**src/rtl/irq_pend_pkg.sv**
```systemverilog
package irq_pend_pkg;

  localparam int XLEN      = 32;
  localparam int ADDR_W    = 12;
  localparam int FAST_N    = 16;
  localparam int FAST_LSB  = 16;
  localparam int SW_BIT    = 3;
  localparam int TMR_BIT   = 7;
  localparam int EXT_BIT   = 11;
  localparam logic [ADDR_W-1:0] PEND_ADDR = 12'h344;

  // Bit positions that carry state; all others are hard zero.
  function automatic logic [XLEN-1:0] impl_mask();
    logic [XLEN-1:0] m;
    m = '0;
    m[SW_BIT]  = 1'b1;
    m[TMR_BIT] = 1'b1;
    m[EXT_BIT] = 1'b1;
    for (int i = 0; i < FAST_N; i++) m[FAST_LSB+i] = 1'b1;
    return m;
  endfunction

  // Assemble the visible word from flags and standard lines.
  function automatic logic [XLEN-1:0] build_word(
    input logic [FAST_N-1:0] flags,
    input logic sw, input logic tmr, input logic ext);
    logic [XLEN-1:0] w;
    w = '0;
    w[SW_BIT]  = sw;
    w[TMR_BIT] = tmr;
    w[EXT_BIT] = ext;
    w[FAST_LSB +: FAST_N] = flags;
    return w;
  endfunction

  // Next state of the sticky flags: a request beats a clear.
  function automatic logic [FAST_N-1:0] next_flags(
    input logic [FAST_N-1:0] cur,
    input logic [FAST_N-1:0] clr,
    input logic [FAST_N-1:0] req);
    return (cur & ~clr) | req;
  endfunction

endpackage

```
**src/rtl/irq_pend_decode.sv**
```systemverilog
module irq_pend_decode
  import irq_pend_pkg::*;
#(
  parameter int AW = ADDR_W,
  parameter int DW = XLEN,
  parameter int NF = FAST_N,
  parameter int FL = FAST_LSB,
  parameter logic [AW-1:0] MY_ADDR = PEND_ADDR
) (
  input  logic [AW-1:0] addr,
  input  logic          rd,
  input  logic          wr,
  input  logic [DW-1:0] wdata,
  output logic          rd_hit,
  output logic          wr_hit,
  output logic [NF-1:0] clr_mask
);
  logic sel;
  logic unused_wbits;

  assign sel      = (addr == MY_ADDR);
  assign rd_hit   = rd & sel;
  assign wr_hit   = wr & sel;
  assign clr_mask = wr_hit ? wdata[FL +: NF] : '0;

  // Bits outside the fast field are accepted and dropped silently.
  assign unused_wbits = ^{wdata};
endmodule

```
**src/rtl/irq_pend_fast.sv**
```systemverilog
module irq_pend_fast
  import irq_pend_pkg::*;
#(
  parameter int NF = FAST_N
) (
  input  logic          clk,
  input  logic          rst_n,
  input  logic [NF-1:0] req,
  input  logic [NF-1:0] clr_mask,
  output logic [NF-1:0] flags
);
  logic [NF-1:0] flags_d;

  assign flags_d = next_flags(flags, clr_mask, req);

  for (genvar g = 0; g < NF; g++) begin : g_ch
    always_ff @(posedge clk or negedge rst_n) begin
      if (!rst_n) flags[g] <= 1'b0;
      else        flags[g] <= flags_d[g];
    end
  end

  // any request sampled at an edge is visible after it
  p_set_wins_r4: assert property (@(posedge clk) disable iff (!rst_n)
    1'b1 |=> ((flags & $past(req)) == $past(req)));

  // a flag only falls when a clear was decoded for it
  p_hold_r2: assert property (@(posedge clk) disable iff (!rst_n)
    1'b1 |=> ((~flags & $past(flags) & ~$past(clr_mask)) == '0));

  // a cleared flag without a competing request reads zero
  p_clear_r3: assert property (@(posedge clk) disable iff (!rst_n)
    1'b1 |=> ((flags & $past(clr_mask & ~req)) == '0));
endmodule

```
**src/rtl/irq_pend_view.sv**
```systemverilog
module irq_pend_view
  import irq_pend_pkg::*;
#(
  parameter int DW = XLEN,
  parameter int NF = FAST_N
) (
  input  logic          clk,
  input  logic          rst_n,
  input  logic [NF-1:0] flags,
  input  logic          sw,
  input  logic          tmr,
  input  logic          ext,
  input  logic          rd_hit,
  input  logic [DW-1:0] enable,
  output logic [DW-1:0] rdata,
  output logic          any
);
  logic [DW-1:0] word;

  assign word  = build_word(flags, sw, tmr, ext);
  assign rdata = rd_hit ? word : '0;
  assign any   = |(word & enable);

  // unimplemented positions never show on the read port
  p_unimpl_zero_r6: assert property (@(posedge clk) disable iff (!rst_n)
    (rdata & ~impl_mask()) == '0);

  // no data leaks without a selected read
  p_rd_idle_r8: assert property (@(posedge clk) disable iff (!rst_n)
    !rd_hit |-> (rdata == '0));

  // standard lines appear unchanged on a selected read
  p_std_live_r5: assert property (@(posedge clk) disable iff (!rst_n)
    rd_hit |-> (rdata[SW_BIT] == sw && rdata[TMR_BIT] == tmr && rdata[EXT_BIT] == ext));

  // selected read shows the flag field
  p_fast_view_r2: assert property (@(posedge clk) disable iff (!rst_n)
    rd_hit |-> (rdata[FAST_LSB +: NF] == flags));
endmodule

```
**src/rtl/irq_pend_csr.sv**
```systemverilog
module irq_pend_csr
  import irq_pend_pkg::*;
(
  input  logic              clk,
  input  logic              rst_n,
  input  logic [ADDR_W-1:0] csr_addr,
  input  logic              csr_rd,
  input  logic              csr_wr,
  input  logic [XLEN-1:0]   csr_wdata,
  output logic [XLEN-1:0]   csr_rdata,
  input  logic [FAST_N-1:0] fast_irq,
  input  logic              sw_irq,
  input  logic              tmr_irq,
  input  logic              ext_irq,
  input  logic [XLEN-1:0]   irq_enable,
  output logic              irq_any
);
  logic              rd_hit;
  logic              wr_hit;
  logic [FAST_N-1:0] clr_mask;
  logic [FAST_N-1:0] flags;
  logic              unused_wr;

  assign unused_wr = wr_hit;

  irq_pend_decode #(
    .AW(ADDR_W), .DW(XLEN), .NF(FAST_N), .FL(FAST_LSB), .MY_ADDR(PEND_ADDR)
  ) u_dec (
    .addr(csr_addr), .rd(csr_rd), .wr(csr_wr), .wdata(csr_wdata),
    .rd_hit(rd_hit), .wr_hit(wr_hit), .clr_mask(clr_mask)
  );

  irq_pend_fast #(.NF(FAST_N)) u_fast (
    .clk(clk), .rst_n(rst_n), .req(fast_irq), .clr_mask(clr_mask), .flags(flags)
  );

  irq_pend_view #(.DW(XLEN), .NF(FAST_N)) u_view (
    .clk(clk), .rst_n(rst_n), .flags(flags), .sw(sw_irq), .tmr(tmr_irq),
    .ext(ext_irq), .rd_hit(rd_hit), .enable(irq_enable),
    .rdata(csr_rdata), .any(irq_any)
  );

  // writes elsewhere decode no clear
  p_other_addr_r7: assert property (@(posedge clk) disable iff (!rst_n)
    (csr_addr != PEND_ADDR) |-> (clr_mask == '0));
endmodule

```
**config.mk**
```make
export PLATFORM = sky130hd
export DESIGN_NAME = irq_pend_csr
export DESIGN_NICKNAME = d
export VERILOG_FILES = /design/src/rtl/irq_pend_pkg.sv /design/src/rtl/irq_pend_decode.sv /design/src/rtl/irq_pend_fast.sv /design/src/rtl/irq_pend_view.sv /design/src/rtl/irq_pend_csr.sv
export SDC_FILE = /design/constraint.sdc
export NUM_CORES = 1
export LEC_CHECK = 0
export BUFFER_PORTS_ARGS = -buffer_cell sky130_fd_sc_hd__buf_4
export CAP_MARGIN = 20
export CORE_ASPECT_RATIO = 1.25
export CORE_MARGIN = 2
export CORE_UTILIZATION = 31
export CTS_CLUSTER_DIAMETER = 40
export DETAILED_ROUTE_END_ITERATION = 6
export PLACE_DENSITY = 0.8
export SLEW_MARGIN = 10
export SYNTH_ARGS = -nofsm -noshare
export SYNTH_HDL_FRONTEND = slang
export SYNTH_SLANG_ARGS = --single-unit
```
**constraint.sdc**
```tcl
create_clock -name clk -period 2.7 [get_ports clk]
set_input_delay 0.54 -clock clk [delete_from_list [all_inputs] [get_ports clk]]
set_output_delay 0.54 -clock clk [all_outputs]
set_load 0.005 [all_outputs]
```
After elaboration in Yosys (flattened, before gate mapping)
Index checks and enable logic that the tools add are counted.
W data, S select, Z words.
{"block": "word_totals", "ff_bits": 16, "in_bits": 99, "out_inout_bits": 33}
{"block": "classes", "n_eq_ne": 1, "mux": 2, "bitwise_logic": 6, "n_reduce_logical": 1}
{"cell": "$and A32 B32 Y32", "count": 1}
{"cell": "$mux W32", "count": 1}
{"cell": "$reduce_or A32 Y1", "count": 1}
{"cell": "$and A16 B16 Y16", "count": 1}
{"cell": "$mux W16", "count": 1}
{"cell": "$not A16 Y16", "count": 1}
{"cell": "$or A16 B16 Y16", "count": 1}
{"cell": "$eq A12 B10 Y1 const B", "count": 1}
{"cell": "$and A1 B1 Y1", "count": 2}

Depth between registers and ports, before layout
Gate-level depths: netlist of the first run.
{"block": "depth", "word_depth": 6, "ltp_mapped": 5, "mapped_depth_nobuf": 4}

Cells and area by module
A second synthesis of the first run with hierarchy kept.
{"block": "unflattened", "hier_cells": 140, "hier_area_um2": 1246.2}
{"module": "irq_pend_fast", "instances": 1, "cells_per_inst": 48, "area_each_um2": 580.6, "seq_area_each_um2": 400.4}
{"module": "irq_pend_decode", "instances": 1, "cells_per_inst": 46, "area_each_um2": 336.6, "seq_area_each_um2": 0.0}
{"module": "irq_pend_view", "instances": 1, "cells_per_inst": 46, "area_each_um2": 329.1, "seq_area_each_um2": 0.0}

Worst setup path after synthesis of the first run
OpenSTA, ideal clock, no wires.
{"block": "synth_timing", "path_type": "input port to output port", "start": "input csr_addr[11]", "end": "output csr_rdata[11]", "arrival_ns": 1.819, "required_ns": 2.160, "setup_slack_ns": 0.341, "path_stages": 4, "cell_sequence": "or4bb_1 nor3_2 clkbuf_1 and2_1"}
{"block": "synth_between", "elab_chain_cells": 3}
{"element": "start: declaration", "line_no": "irq_pend_csr.sv:6", "text": "input logic [ADDR_W-1:0] csr_addr,"}
{"element": "$eq A12 B10 Y1", "line_no": "irq_pend_decode.sv:21", "text": "assign sel = (addr == MY_ADDR);"}
{"element": "$and A1 B1 Y1", "line_no": "irq_pend_decode.sv:22", "text": "assign rd_hit = rd & sel;"}
{"element": "$mux W32", "line_no": "irq_pend_view.sv:21", "text": "assign rdata = rd_hit ? word : '0;"}
{"element": "end: declaration", "line_no": "irq_pend_csr.sv:10", "text": "output logic [XLEN-1:0] csr_rdata,"}
Every way passes these cells.

Worst setup path in the final report of the first run
{"block": "layout_timing", "start": "input csr_addr[11]", "end": "output csr_rdata[18]"}
Same word-level chain as after synthesis.

==> flow_metrics.py, run 1 <==
metrics = {
    "run_status": {
        "run_status": "complete, no violations",
    },
    "run": {
        "maxCapViolCount": 0,
    },
    "global_route": {
        "grtUsageTotal_pct": 15.95,
        "grt-ovfl-total": 0,
        "grt_pass1_vias": 965,
        "grt_max_degree": 17,
        "grt_first_pass_wirelength_um": 4202,
        "antenna_found_initial": 0,
    },
    "clocking": {
        "clock_path_buffers": 2,
        "cts_tree": "built",
        "root_buffer": "clkbuf_4",
        "ctsHtreeMaxLevel": 1,
        "ctsResizeCount": 0,
        "postCtsHoldBufs": 0,
        "clk_pin_slew_ns": 0.09,
        "clock_sinks": 16,
        "clkLatencyLatePin_ns": 0.28,
        "cts_made_buffers": 3,
        "cts_setup_buffers": 0,
    },
    "placement": {
        "io_buffers": 89,
        "place_congestion": 0.6773,
        "placed_area_um2": 1658,
        "dp_hpwl_um": 2327,
        "pre_cts_slack_ns": 0.2636,
    },
    "floorplan": {
        "coreArea_um2": 2973,
        "die_h_um": 66.93,
        "num_rows": 22,
        "io_pins": 132,
        "dieArea_um2": 3637,
        "start_util_pct": 33.04,
        "die_w_um": 54.35,
    },
    "routing": {
        "drc": 0,
        "ant_nets": 0,
        "drt_iter0_drc": 11,
        "drtPass1Iterations": 4,
        "wire_per_inst_um": 11.49,
        "vias_per_cell": 4.545,
        "dr_total_vias": 1059,
        "wl_um": 2677,
    },
    "finish": {
        "top_register": "u_fast.flags",
        "top_regs": "u_fast.flags x16",
        "finalInstanceArea_um2": 1680,
        "final_cell_mix": "93 x buf_4, 20 x nand2_1, 19 x and2_1",
        "largest_reg_flops": 16,
        "mostFrequentLayoutCell": "buf_4",
        "insertedDiodeCount": 0,
        "post-route-util_pct": 56.52,
        "area_delta_synth_final_pct": 71.08,
        "fin_nets": 298,
        "drive_gt1_share_pct": 50.25,
    },
    "timing": {
        "slew_viol_final": 0,
        "clock_skew_ns": 0,
        "max_freq_mhz": 414.9,
        "period_needed_ns": 2.410,
        "rsz0062_at_grt": "no",
        "hold_viol_final": 0,
        "timing.final.crit_share_pct": 89.27,
        "fin_tns_setup_ns": 0,
        "setup_ws_ns": 0.2898,
        "setup_viol": 0,
    },
    "synth": {
        "ys_types": 18,
        "yosysSeqAreaShare_pct": 40.76,
        "synth_area_um2": 982.2,
        "synth_compound_area_share_pct": 19.36,
        "yosysWarnings": 0,
        "synth_cells": 104,
        "synthAdderAreaFrac_pct": 0,
        "synth_top_family_by_area": "simple AND/OR/NAND/NOR gates",
        "yosys.area_share.simple_pct": 27.64,
        "synth_xor_xnor_area_share_pct": 0,
        "muxShareOfSynthArea_pct": 0,
        "ys_seq_elements": 16,
        "syn_avg_cell_area_um2": 9.444,
    },
    "critical_path": {
        "critical_path_required_ns": 2.16,
        "timing.rr.start": "u_fast.flags[14]",
        "critical_path_class": "in2out",
        "worst_setup_path_start_kind": "primary input",
        "worst_setup_path_end_kind": "primary output",
        "r2r_slack_ns": 2.03,
        "cp.arrival_ns": 1.87,
        "crit_start": "csr_addr[11]",
        "crit_fanout": 11,
    },
    "power_and_ir_drop": {
        "power.density_nw_per_um2": 271.6,
        "p_comb_share_pct": 20.8,
        "finalPower_mw": 0.4563,
        "clkPwrFrac_pct": 26.7,
        "p_sw_mw": 0.09689,
        "p_sw_share_pct": 21.23,
        "seqPwrFrac_pct": 52.5,
        "power.leakage_nw": 0.8049,
        "peakVddDrop_uv": 223.4,
        "intPower_mw": 0.3595,
    },
    "min_path": {
        "hp-class": "in2async",
    },
}
## power groups by stage
stage	Clock [mW]	Sequential (mW)	Combinational (mW)
2_1_floorplan	0	0.244	0.0275
3_3_place_gp	0	0.244	0.0949
3_5_place_dp	0	0.244	0.0956
4_1_cts	0.133	0.239	0.0957
5_1_grt	0.146	0.240	0.105
6_report	0.122	0.239	0.0949
## synth_stat cells (all sizes together)
library cell | number | share of area (%)
buf | 14 | 11
dfrtp | 16 | 41
nand2 | 20 | 7.6
a22oi | 8 | 6.1
inv | 1 | 0.38
conb | 1 | 0.38
a222oi | 1 | 1.0
a21o | 16 | 12
nand4 | 1 | 0.64
or4 | 1 | 1.1
nor3 | 2 | 1.5
or4bb | 1 | 1.1
and2 | 19 | 12
nor4b | 1 | 2.4
clkbuf | 1 | 0.38
nor4bb | 1 | 1.0
## worst paths after layout
kind	end	cells after the start
max	csr_rdata[18]	6
min	u_fast.flags[0]	1
max reg2reg	u_fast.flags[14]	1
min reg2reg	u_fast.flags[6]	1
max in group asynchronous	u_fast.flags[6]	1
min in group clk	u_fast.flags[11]	2
## area by class of cell
type                    count  area (um2)
fillers                   293        1292
repair buffers             93       698.2
multi-input cells          84       510.5
flip-flops and latches     16       400.4
well taps                  36       45.04
clock buffers               3       22.52
inverters                   1       3.754
## critical path, cell delays in order
cell and delay, ns:
buf_4 0.10, or4bb_1 0.57, nor3_2 0.22, buf_4 0.20, and2_1 0.14, buf_4 0.10
## layer usage
| layer | up-vias | routed length (um) | track usage (%) |
|---|---|---|---|
| met5 | - | 0 | 0 |
| met4 | 0 | 8 | 4.688 |
| met3 | 2 | 301 | 4.036 |
| met2 | 65 | 1454 | 30.12 |
| met1 | 470 | 913 | 16.46 |
| li1 | 522 | - | - |
## cell families after synthesis
kind of cell | after synthesis
AO/OA/AOI/OAI | 25
buffers and inverters | 16
flip-flops | 16
other | 1
AND/OR/NAND/NOR | 46
## stage by stage
step	hold WS [ns]	instances
detailed placement	0.4143	230
global placement	0.4155	230
global route	0.09413	233
CTS	0.09872	233
floorplan	0.2444	116
finish	0.09801	233
Power figures use the tool's default switching activity.
==> run 2, diff against run 1 <==
- CORE_ASPECT_RATIO: 1.25 -> not set
- GPL_TIMING_DRIVEN: not set -> 0
==> flow_metrics.py, run 2 (synthesized netlist as in run 1, its figures left out) <==
metrics = {
    "critical_path": {
        "cp_top_family": "simple AND/OR/NAND/NOR gates",
        "endpoint": "csr_rdata[20]",
        "worst_setup_path_start_kind": "primary input",
        "crit_top_cell": "buf_4",
        "cp_cell_sequence": "buf_4, or4bb_1, nor3_4, clkbuf_2, and2_1, buf_4",
        "worst_setup_path_end_kind": "primary output",
        "r2r_slack_ns": 2.02,
        "worstReg2RegEnd": "u_fast.flags[13]",
        "reg2reg_depth": 1,
        "worst-path-buf-inv": 3,
        "critical_path_required_ns": 2.16,
        "timing.rr.start": "u_fast.flags[13]",
        "crit_cells": 6,
        "cp.arrival_ns": 1.98,
        "crit_path_top_delay_cell": "or4bb_1",
        "crit_start": "csr_addr[11]",
        "crit_fanout": 10,
        "critPathMaxStageDelay_ns": 0.59,
        "critical_path_class": "in2out",
    },
    "global_route": {
        "grtUsageTotal_pct": 17.14,
        "grt-ovfl-total": 0,
        "grt_first_pass_wirelength_um": 4554,
        "grt_pass1_vias": 1099,
        "antenna_found_initial": 0,
        "grt_max_degree": 17,
    },
    "placement": {
        "dp_cells": 249,
        "placed_area_um2": 1750,
        "dp_hpwl_um": 2447,
        "place_congestion": 0.6928,
        "io_buffers": 89,
        "pre_cts_slack_ns": -0.3241,
    },
    "routing": {
        "drc": 0,
        "dr_total_vias": 1108,
        "wire_per_inst_um": 11.77,
        "ant_nets": 0,
        "drt_iter0_drc": 31,
        "vias_per_cell": 4.362,
        "drtPass1Iterations": 4,
        "wl_um": 2990,
    },
    "timing": {
        "setup_ws_ns": 0.1801,
        "max_freq_mhz": 396.8,
        "period_needed_ns": 2.520,
        "slew_viol_final": 0,
        "timing.final.crit_share_pct": 93.33,
        "hold_viol_final": 0,
        "fin_tns_setup_ns": 0,
        "setup_viol": 0,
        "rsz0062_at_grt": "no",
        "clock_skew_ns": 0,
    },
    "power_and_ir_drop": {
        "power.leakage_nw": 0.8918,
        "power.density_nw_per_um2": 283.5,
        "finalPower_mw": 0.5107,
        "peakVddDrop_uv": 205.0,
    },
    "floorplan": {
        "start_util_pct": 32.44,
        "num_rows": 20,
        "dieArea_um2": 3635,
        "coreArea_um2": 3028,
        "io_pins": 132,
        "die_w_um": 60.29,
        "die_h_um": 60.29,
    },
    "clocking": {
        "ctsHtreeMaxLevel": 1,
        "clkLatencyLatePin_ns": 0.28,
        "root_buffer": "clkbuf_4",
        "clock_sinks": 16,
        "postCtsHoldBufs": 0,
        "clock_path_buffers": 2,
        "cts_tree": "built",
        "cts_made_buffers": 3,
        "clk_pin_slew_ns": 0.10,
    },
    "finish": {
        "top_register": "u_fast.flags",
        "fill_cells": 292,
        "area_delta_synth_final_pct": 83.44,
        "drive_gt1_share_pct": 53.33,
        "regArea_um2": 400.4,
        "fin_nets": 310,
        "finalInstanceArea_um2": 1802,
        "multi_input_area_um2": 516.7,
        "largest_reg_flops": 16,
        "final_cell_mix": "103 x buf_4, 20 x nand2_1, 19 x and2_1",
        "top_regs": "u_fast.flags x16",
        "insertedDiodeCount": 0,
        "layoutNonFillerInstCount": 254,
        "mostFrequentLayoutCell": "buf_4",
    },
    "run": {
        "maxCapViolCount": 0,
    },
    "run_status": {
        "run_status": "complete, no violations",
    },
    "min_path": {
        "hp-class": "in2async",
    },
}
-- run 2: cell count changes in the layout (fill, tap and decap cells not counted), sizes merged --
cell	change
clkbuf	+2
buf	+11
-- run 2: worst min-delay path by stage --
stage	start	endpoint	slack (ns)
after floorplan	rst_n	u_fast.flags[0]	0.24
after CTS	rst_n	u_fast.flags[10]	0.09
after detailed placement	rst_n	u_fast.flags[11]	0.42
final	rst_n	u_fast.flags[11]	0.1
after global placement	rst_n	u_fast.flags[11]	0.42
after global routing	rst_n	u_fast.flags[11]	0.09
-- run 2: where the power goes --
group	internal (mW)	switching, mW	total (mW)
sequential	0.239	0.0000182	0.239
combinational	0.0802	0.0296	0.110
clock	0.0820	0.0794	0.161
total	0.402	0.109	0.511
-- run 2: area by class of cell --
type,instances,share of cell area [%]
Buffer,15,6.319
Multi-Input combinational cell,84,28.68
Sequential cell,16,22.22
Tap cell,44,3.056
Clock buffer,4,2.014
Inverter,1,0.2083
Timing Repair Buffer,90,37.50
-- run 2: timing repair --
action,in CTS,in global routing
setup buffers,1,0
endpoints found under the setup margin,10,0
resized for setup,2,0
-- run 2: per-layer routing --
layer | part of all wire, % | global-route usage, %
met2 | 51 | 30.75
met4 | 0.70 | 6.667
met5 | 0 | 0
met1 | 35 | 18.27
met3 | 13 | 5.844
-- run 2: metrics by stage --
| step | util (%) | hold slack, ns |
|---|---|---|
| floorplan | - | 0.2444 |
| global placement | 57.81 | 0.4150 |
| detailed placement | 57.81 | 0.4168 |
| CTS | 59.50 | 0.09178 |
| global route | 59.50 | 0.08902 |
| finish | 59.50 | 0.09587 |
